**src/rtl/pcistat_pkg.sv**
```systemverilog
package pcistat_pkg;
   localparam int STAT_W       = 16;
   localparam int POS_INT      = 3;
   localparam int POS_CAP      = 4;
   localparam int POS_66       = 5;
   localparam int POS_PERR_RPT = 8;
   localparam int POS_DSEL_LO  = 9;
   localparam int POS_EVT_BASE = 11;
   localparam int N_EVT        = 5;
   localparam int LOC_INT      = 6;
   localparam int LOC_PERR     = 0;
   localparam logic [1:0] DSEL_SLOW = 2'b10;

   typedef enum logic [2:0] {
      EV_SIG_TABT = 3'd0,
      EV_RCV_TABT = 3'd1,
      EV_RCV_MABT = 3'd2,
      EV_SIG_SERR = 3'd3,
      EV_DET_PERR = 3'd4
   } stat_evt_e;
endpackage

```
**src/rtl/stat_clr_mask.sv**
```systemverilog
module stat_clr_mask #(
   parameter int REG_W  = 16,
   parameter int LANE_W = 8,
   localparam int N_LANE = REG_W / LANE_W
) (
   input  logic              wr,
   input  logic [REG_W-1:0]  wdata,
   input  logic [N_LANE-1:0] be,
   output logic [REG_W-1:0]  clr
);
   generate
      if (REG_W % LANE_W != 0) begin : g_bad_lane
         $error("stat_clr_mask: REG_W must be a multiple of LANE_W");
      end
      for (genvar l = 0; l < N_LANE; l++) begin : g_lane
         assign clr[l*LANE_W +: LANE_W] =
            (wr && be[l]) ? wdata[l*LANE_W +: LANE_W] : '0;
      end
   endgenerate
endmodule

```
**src/rtl/stat_flag.sv**
```systemverilog
module stat_flag (
   input  logic clk,
   input  logic rst_n,
   input  logic set,
   input  logic clr,
   output logic q
);
   always_ff @(posedge clk) begin
      if (!rst_n)   q <= 1'b0;
      else if (set) q <= 1'b1;
      else if (clr) q <= 1'b0;
   end

   assert_set_wins_R9: assert property (@(posedge clk) disable iff (!rst_n)
      set |=> q);
   assert_w1c_R2: assert property (@(posedge clk) disable iff (!rst_n)
      (clr && !set) |=> !q);
   assert_sticky_R8: assert property (@(posedge clk) disable iff (!rst_n)
      (!set && !clr) |=> $stable(q));
endmodule

```
**src/rtl/stat_int_track.sv**
```systemverilog
module stat_int_track (
   input  logic clk,
   input  logic rst_n,
   input  logic int_off,
   input  logic inta_n,
   output logic q
);
   always_ff @(posedge clk) begin
      if (!rst_n) q <= 1'b0;
      else        q <= !int_off && !inta_n;
   end

   assert_int_seen_R4: assert property (@(posedge clk) disable iff (!rst_n)
      (!int_off && !inta_n) |=> q);
   assert_int_masked_R4: assert property (@(posedge clk) disable iff (!rst_n)
      (int_off || inta_n) |=> !q);
endmodule

```
**src/rtl/pci_stat_reg.sv**
```systemverilog
module pci_stat_reg
   import pcistat_pkg::*;
#(
   parameter int   REG_W    = 16,
   parameter int   LANE_W   = 8,
   parameter int   LOC_W    = 7,
   parameter logic CAP_LIST = 1'b0,
   parameter logic CLK66_OK = 1'b0,
   localparam int  N_LANE   = REG_W / LANE_W
) (
   input  logic              clk,
   input  logic              rst_n,
   input  logic              cmd_int_off,
   input  logic              cmd_perr_resp,
   input  logic              inta_n,
   input  logic              perr_drv_mst_rd,
   input  logic              perr_drv_tgt_wr,
   input  logic [N_EVT-1:0]  evt,
   input  logic              cfg_wr,
   input  logic [REG_W-1:0]  cfg_wdata,
   input  logic [N_LANE-1:0] cfg_be,
   output logic [REG_W-1:0]  rd_data,
   output logic [LOC_W-1:0]  loc_stat
);
   generate
      if (REG_W != STAT_W) begin : g_bad_width
         $error("pci_stat_reg: REG_W must equal STAT_W");
      end
      if (LOC_W <= LOC_INT) begin : g_bad_loc
         $error("pci_stat_reg: LOC_W too small for mirror");
      end
   endgenerate

   logic [REG_W-1:0] clr;
   logic             int_q;
   logic             perr_q;
   logic             perr_set;
   logic [N_EVT-1:0] evt_q;

   stat_clr_mask #(.REG_W(REG_W), .LANE_W(LANE_W)) u_mask (
      .wr(cfg_wr), .wdata(cfg_wdata), .be(cfg_be), .clr(clr)
   );

   stat_int_track u_int (
      .clk(clk), .rst_n(rst_n), .int_off(cmd_int_off),
      .inta_n(inta_n), .q(int_q)
   );

   assign perr_set = cmd_perr_resp && (perr_drv_mst_rd || perr_drv_tgt_wr);

   stat_flag u_perr (
      .clk(clk), .rst_n(rst_n), .set(perr_set),
      .clr(clr[POS_PERR_RPT]), .q(perr_q)
   );

   generate
      for (genvar i = 0; i < N_EVT; i++) begin : g_evt
         stat_flag u_flag (
            .clk(clk), .rst_n(rst_n), .set(evt[i]),
            .clr(clr[POS_EVT_BASE+i]), .q(evt_q[i])
         );
      end
   endgenerate

   always_comb begin
      rd_data                            = '0;
      rd_data[POS_INT]                   = int_q;
      rd_data[POS_CAP]                   = CAP_LIST;
      rd_data[POS_66]                    = CLK66_OK;
      rd_data[POS_PERR_RPT]              = perr_q;
      rd_data[POS_DSEL_LO +: 2]          = DSEL_SLOW;
      rd_data[POS_EVT_BASE +: N_EVT]     = evt_q;
   end

   always_comb begin
      loc_stat           = '0;
      loc_stat[LOC_INT]  = int_q;
      loc_stat[LOC_PERR] = perr_q;
   end

   assert_perr_gate_R7: assert property (@(posedge clk) disable iff (!rst_n)
      (!cmd_perr_resp && !rd_data[POS_PERR_RPT]) |=> !rd_data[POS_PERR_RPT]);
   assert_no_loss_R10: assert property (@(posedge clk) disable iff (!rst_n)
      !(cfg_wr && cfg_be[1]) |=>
      ((rd_data[REG_W-1:LANE_W] & $past(rd_data[REG_W-1:LANE_W]))
        == $past(rd_data[REG_W-1:LANE_W])));
   assert_idle_write_R11: assert property (@(posedge clk) disable iff (!rst_n)
      (!cfg_wr && evt == '0 && !perr_set && $stable(rd_data[REG_W-1:LANE_W]))
      |=> $stable(rd_data[REG_W-1:LANE_W]));
endmodule

```
**config.mk**
```make
export PLATFORM = sky130hd
export DESIGN_NAME = pci_stat_reg
export DESIGN_NICKNAME = d
export VERILOG_FILES = /design/src/rtl/pcistat_pkg.sv /design/src/rtl/stat_clr_mask.sv /design/src/rtl/stat_flag.sv /design/src/rtl/stat_int_track.sv /design/src/rtl/pci_stat_reg.sv
export SDC_FILE = /design/constraint.sdc
export NUM_CORES = 1
export LEC_CHECK = 0
export ABC_AREA = 1
export BUFFER_PORTS_ARGS = -buffer_cell sky130_fd_sc_hd__buf_2
export CAP_MARGIN = 0
export CORE_MARGIN = 3
export CORE_UTILIZATION = 28
export CTS_CLUSTER_SIZE = 10
export DETAILED_ROUTE_END_ITERATION = 10
export GPL_ROUTABILITY_DRIVEN = 0
export PLACE_DENSITY = 0.74
export SLEW_MARGIN = 30
export SYNTH_ARGS = -nofsm -noshare
export SYNTH_HDL_FRONTEND = slang
export SYNTH_SLANG_ARGS = --single-unit
export TNS_END_PERCENT = 30
```
**constraint.sdc**
```tcl
create_clock -name clk -period 0.8 [get_ports clk]
set_input_delay 0.08 -clock clk [delete_from_list [all_inputs] [get_ports clk]]
set_output_delay 0.08 -clock clk [all_outputs]
set_load 0.01 [all_outputs]
```
# Word level (Yosys, flattened, before mapping)
# Cells that the tools add are included.
# Widths: inputs -> output; s select.
[word_totals]
register_bits = 7
in_bits = 31
wordCells = 32
[op_classes]
muxes = 13
n_reduce_logical = 12
[ops]
columns = ["op", "count"]
rows = [
  ["$mux 1", 12],
  ["$reduce_bool 2->1", 6],
  ["$mux 8", 1],
  ["$logic_and 1x1->1", 3],
  ["$logic_not 1->1", 2],
  ["$logic_or 1x1->1", 1],
]

# Depth between registers and ports, before layout
[depth]
word_depth = 4
ltp_mapped = 3
mapped_depth_nobuf = 3

# Cells and area by module
# Synthesis repeated with hierarchy kept, for this count alone.
[hier_totals]
hier_cells = 97
hier_area_um2 = 578.1
[by_module_without_submodules]
columns = ["module", "n_inst", "cells_per_inst", "area_each_um2", "seq_area_each_um2"]
rows = [
  ["stat_flag", 6, 6, 43.8, 20.0],
  ["pci_stat_reg", 1, 23, 153.9, 0.0],
  ["stat_clr_mask", 1, 34, 127.6, 0.0],
  ["stat_int_track", 1, 4, 33.8, 20.0],
]

# Least setup slack after synthesis
# No wires, ideal clock.
[synth_timing]
path_type = "flip-flop to flip-flop"
from = "register, netlist name u_perr.q"
to = "register u_perr.q"
t_arrival_ps = 464
required_time_ps = 730
setup_slack_ps = 266
path_stages_with_launch = 3
period_less_slack_ps = 534
path_cell_list = "dfxtp_1 > nand2_1 > a21oi_1"
[synth_lines]
columns = ["element", "line", "text"]
rows = [
  ["end signal: assignment", "stat_flag.sv:9", "if (!rst_n) q <= 1'b0;"],
  ["end signal: assignment", "stat_flag.sv:10", "else if (set) q <= 1'b1;"],
  ["end signal: assignment", "stat_flag.sv:11", "else if (clr) q <= 1'b0;"],
  ["end: declaration", "stat_flag.sv:6", "output logic q"],
]

# Final worst setup path
[layout_timing]
from = "register u_perr.q"
to = "output port rd_data[8]"
[layout_lines]
columns = ["element", "line", "text"]
rows = [
  ["end: declaration", "pci_stat_reg.sv:22", "output logic [REG_W-1:0] rd_data,"],
]
# No word-level cell between the ends.

==> results.json <==
{
  "path_depth": 1,
  "p_clk_share_pct": 35.3,
  "muxShareOfSynthArea_pct": 0,
  "fillers": 148,
  "fin_util_pct": 40.00,
  "synth_warnings": 0,
  "final_area_um2": 553.0,
  "grt_antenna_before_repair": 0,
  "io_buffers": 28,
  "comb_power_share_pct": 21.3,
  "n_antenna_cell": 0,
  "clk_pin_slew_worst_paths_ps": 50,
  "ir_drop_uv": 733.8,
  "powerDensity_nw_per_um2": 1635,
  "critPathMaxFanout": 3,
  "nets": 113,
  "drv_slew": 0,
  "die_area_um2": 2064,
  "tns_ps": 0,
  "grt_max_degree": 8,
  "area_growth_pct": 27.01,
  "grt_pass1_vias": 324,
  "synth_top_family_by_area": "buffers and inverters",
  "path_buf_inv": 1,
  "clock_latency_ps": 250,
  "setup_viol_count_final": 0,
  "p_sw_uw": 240.0,
  "power_frac_seq_pct": 43.4,
  "synth_compound_area_share_pct": 8.046,
  "drive_gt1_share_pct": 46.91,
  "startpoint_type": "flip-flop",
  "hold_depth": 3,
  "status": "completed",
  "cpMaxStageDelayCell": "dfxtp_2",
  "drc_errors": 0,
  "coreArea_um2": 1383,
  "layout_common_cells": "buf_2, conb_1, dfxtp_2",
  "worstPathCellList": "buf_2",
  "crit_type": "flip-flop to primary output",
  "clockBufferDepth": 2,
  "max-cap-violations": 0,
  "wl_per_cell_um": 8.896,
  "die_w_um": 45.44,
  "postSynthAreaPerCell_um2": 7.507,
  "rr_worst_depth": 2,
  "overflow": 0,
  "routed_wl_um": 854,
  "final-instance-count-excl-fill": 96,
  "end_kind": "primary output",
  "rsz0062_at_grt": "yes",
  "grt_usage_pct": 8.657,
  "hpwl_um": 709.5,
  "vias": 373,
  "clockRootBuffer": "clkbuf_4",
  "cts_tree": "yes",
  "ys_seq_area_share_pct": 32.18,
  "drt_pass1_iterations": 2,
  "synth_cells": 58,
  "finalCritPeriodShare_pct": 96.58,
  "htreeDepth": 1,
  "grt_first_pass_wirelength_um": 1228,
  "synthSimpleGateAreaFrac_pct": 13.22,
  "yosysUniqueCellTypes": 9,
  "dp.cells": 90,
  "internal-power_uw": 664.5,
  "ys_seq_elements": 7,
  "cts_setup_buffers": 0,
  "start_util_pct": 31.49,
  "synth_xor_area_share_pct": 0,
  "fin_skew_ps": 0,
  "cp_top_family": "flip-flops",
  "boundaryPins": 54,
  "swShare_pct": 26.53,
  "fmax_ghz": 1.294,
  "first_iter_violations": 3,
  "hold_violations": 0,
  "postPlaceCellArea_um2": 466.7,
  "total_power_uw": 904.5,
  "die_h_um": 45.44,
  "fin_crit_ps": 772.7,
  "synth_area_um2": 435.4,
  "drt.antenna.violating_nets": 0,
  "synthAdderAreaFrac_pct": 0,
  "rows": 13,
  "numCtsBuffers": 3,
  "cts_sinks": 7,
  "slowest_delay_ps": 320,
  "layout_commonest_cell": "buf_2",
  "vias_per_cell": 3.885,
  "hp-class": "input pin to flip-flop",
  "crit_required_ps": 720,
  "leakagePower_nw": 0.3174,
  "worst_ep_arrival_time_ps": 690
}
-- kinds of logic (layout without fill, tap and decap cells) --
group / count (synthesis) / in the layout
AOI/OAI and AO/OA: 7 / 7
other: 2 / 14
DFF: 7 / 7
and+or+nand+nor: 13 / 13
buffers and inverters: 29 / 40
-- power by group through the flow --
stage | clock network, mW | logic, mW | registers, mW
floorplan | 0 | 0.171 | 0.390
global placement | 0 | 0.164 | 0.390
detailed placement | 0 | 0.167 | 0.391
CTS | 0.342 | 0.174 | 0.385
global route | 0.366 | 0.219 | 0.395
finish | 0.320 | 0.192 | 0.393
-- layer usage --
metal  GRT usage [%]  up-vias  share of wire, %
li1                -      189                 -
met1           7.177      156                36
met2           15.60       28                51
met3           5.929        0                13
met4           3.509        0                 0
met5               0        -                 0
-- final cells by class --
class	instances	area [um^2]	share of cell area (%)
multi-input combinational	34	145.1	26.24
tap	15	18.77	3.394
clock buffer	4	26.28	4.751
sequential	7	148.9	26.92
inverter	6	22.52	4.072
timing repair buffer	30	191.4	34.62
-- final timing paths --
kind,slack [ps],to,startpoint
setup / recovery,30,rd_data[8],u_perr.q
hold / removal,60,g_evt[1].u_flag.q,evt[1]
setup reg to reg,230,g_evt[0].u_flag.q,g_evt[0].u_flag.q
hold reg to reg,460,u_perr.q,u_perr.q
-- repair_timing --
| action | in CTS | in global routing |
|---|---|---|
| hold endpoints to repair | 1 | 0 |
| pin swaps | 0 | 0 |
| gates resized for setup | 1 | 11 |
| hold buffers | 2 | 0 |
| setup endpoints to repair | 2 | 9 |
-- through the flow --
step / hold WS, ps / worst slack (ps)
2_1_floorplan: 156.8 / 266.3
3_3_place_gp: 243.2 / 225.6
3_5_place_dp: 245.7 / 222.6
4_1_cts: 53.32 / 0.3021
5_1_grt: 52.81 / -18.08
6_report: 57.63 / 27.33
-- cells in the mapped netlist, drive strengths merged --
| cell type | count | area [um^2] |
|---|---|---|
| inv | 6 | 22.52 |
| nand3 | 6 | 30.03 |
| a21oi | 6 | 30.03 |
| conb | 2 | 7.510 |
| buf | 23 | 172.7 |
| nand2 | 6 | 22.52 |
| nor3 | 1 | 5.000 |
| o21ai | 1 | 5.000 |
| dfxtp | 7 | 140.1 |
-- flip-flops by register name (all words and copies together) (netlist names) --
| signal | count |
|---|---|
| g_evt.u_flag.q | 5 |
| u_int.q | 1 |
| u_perr.q | 1 |
Note: power is estimated with default switching activity, not from simulation.
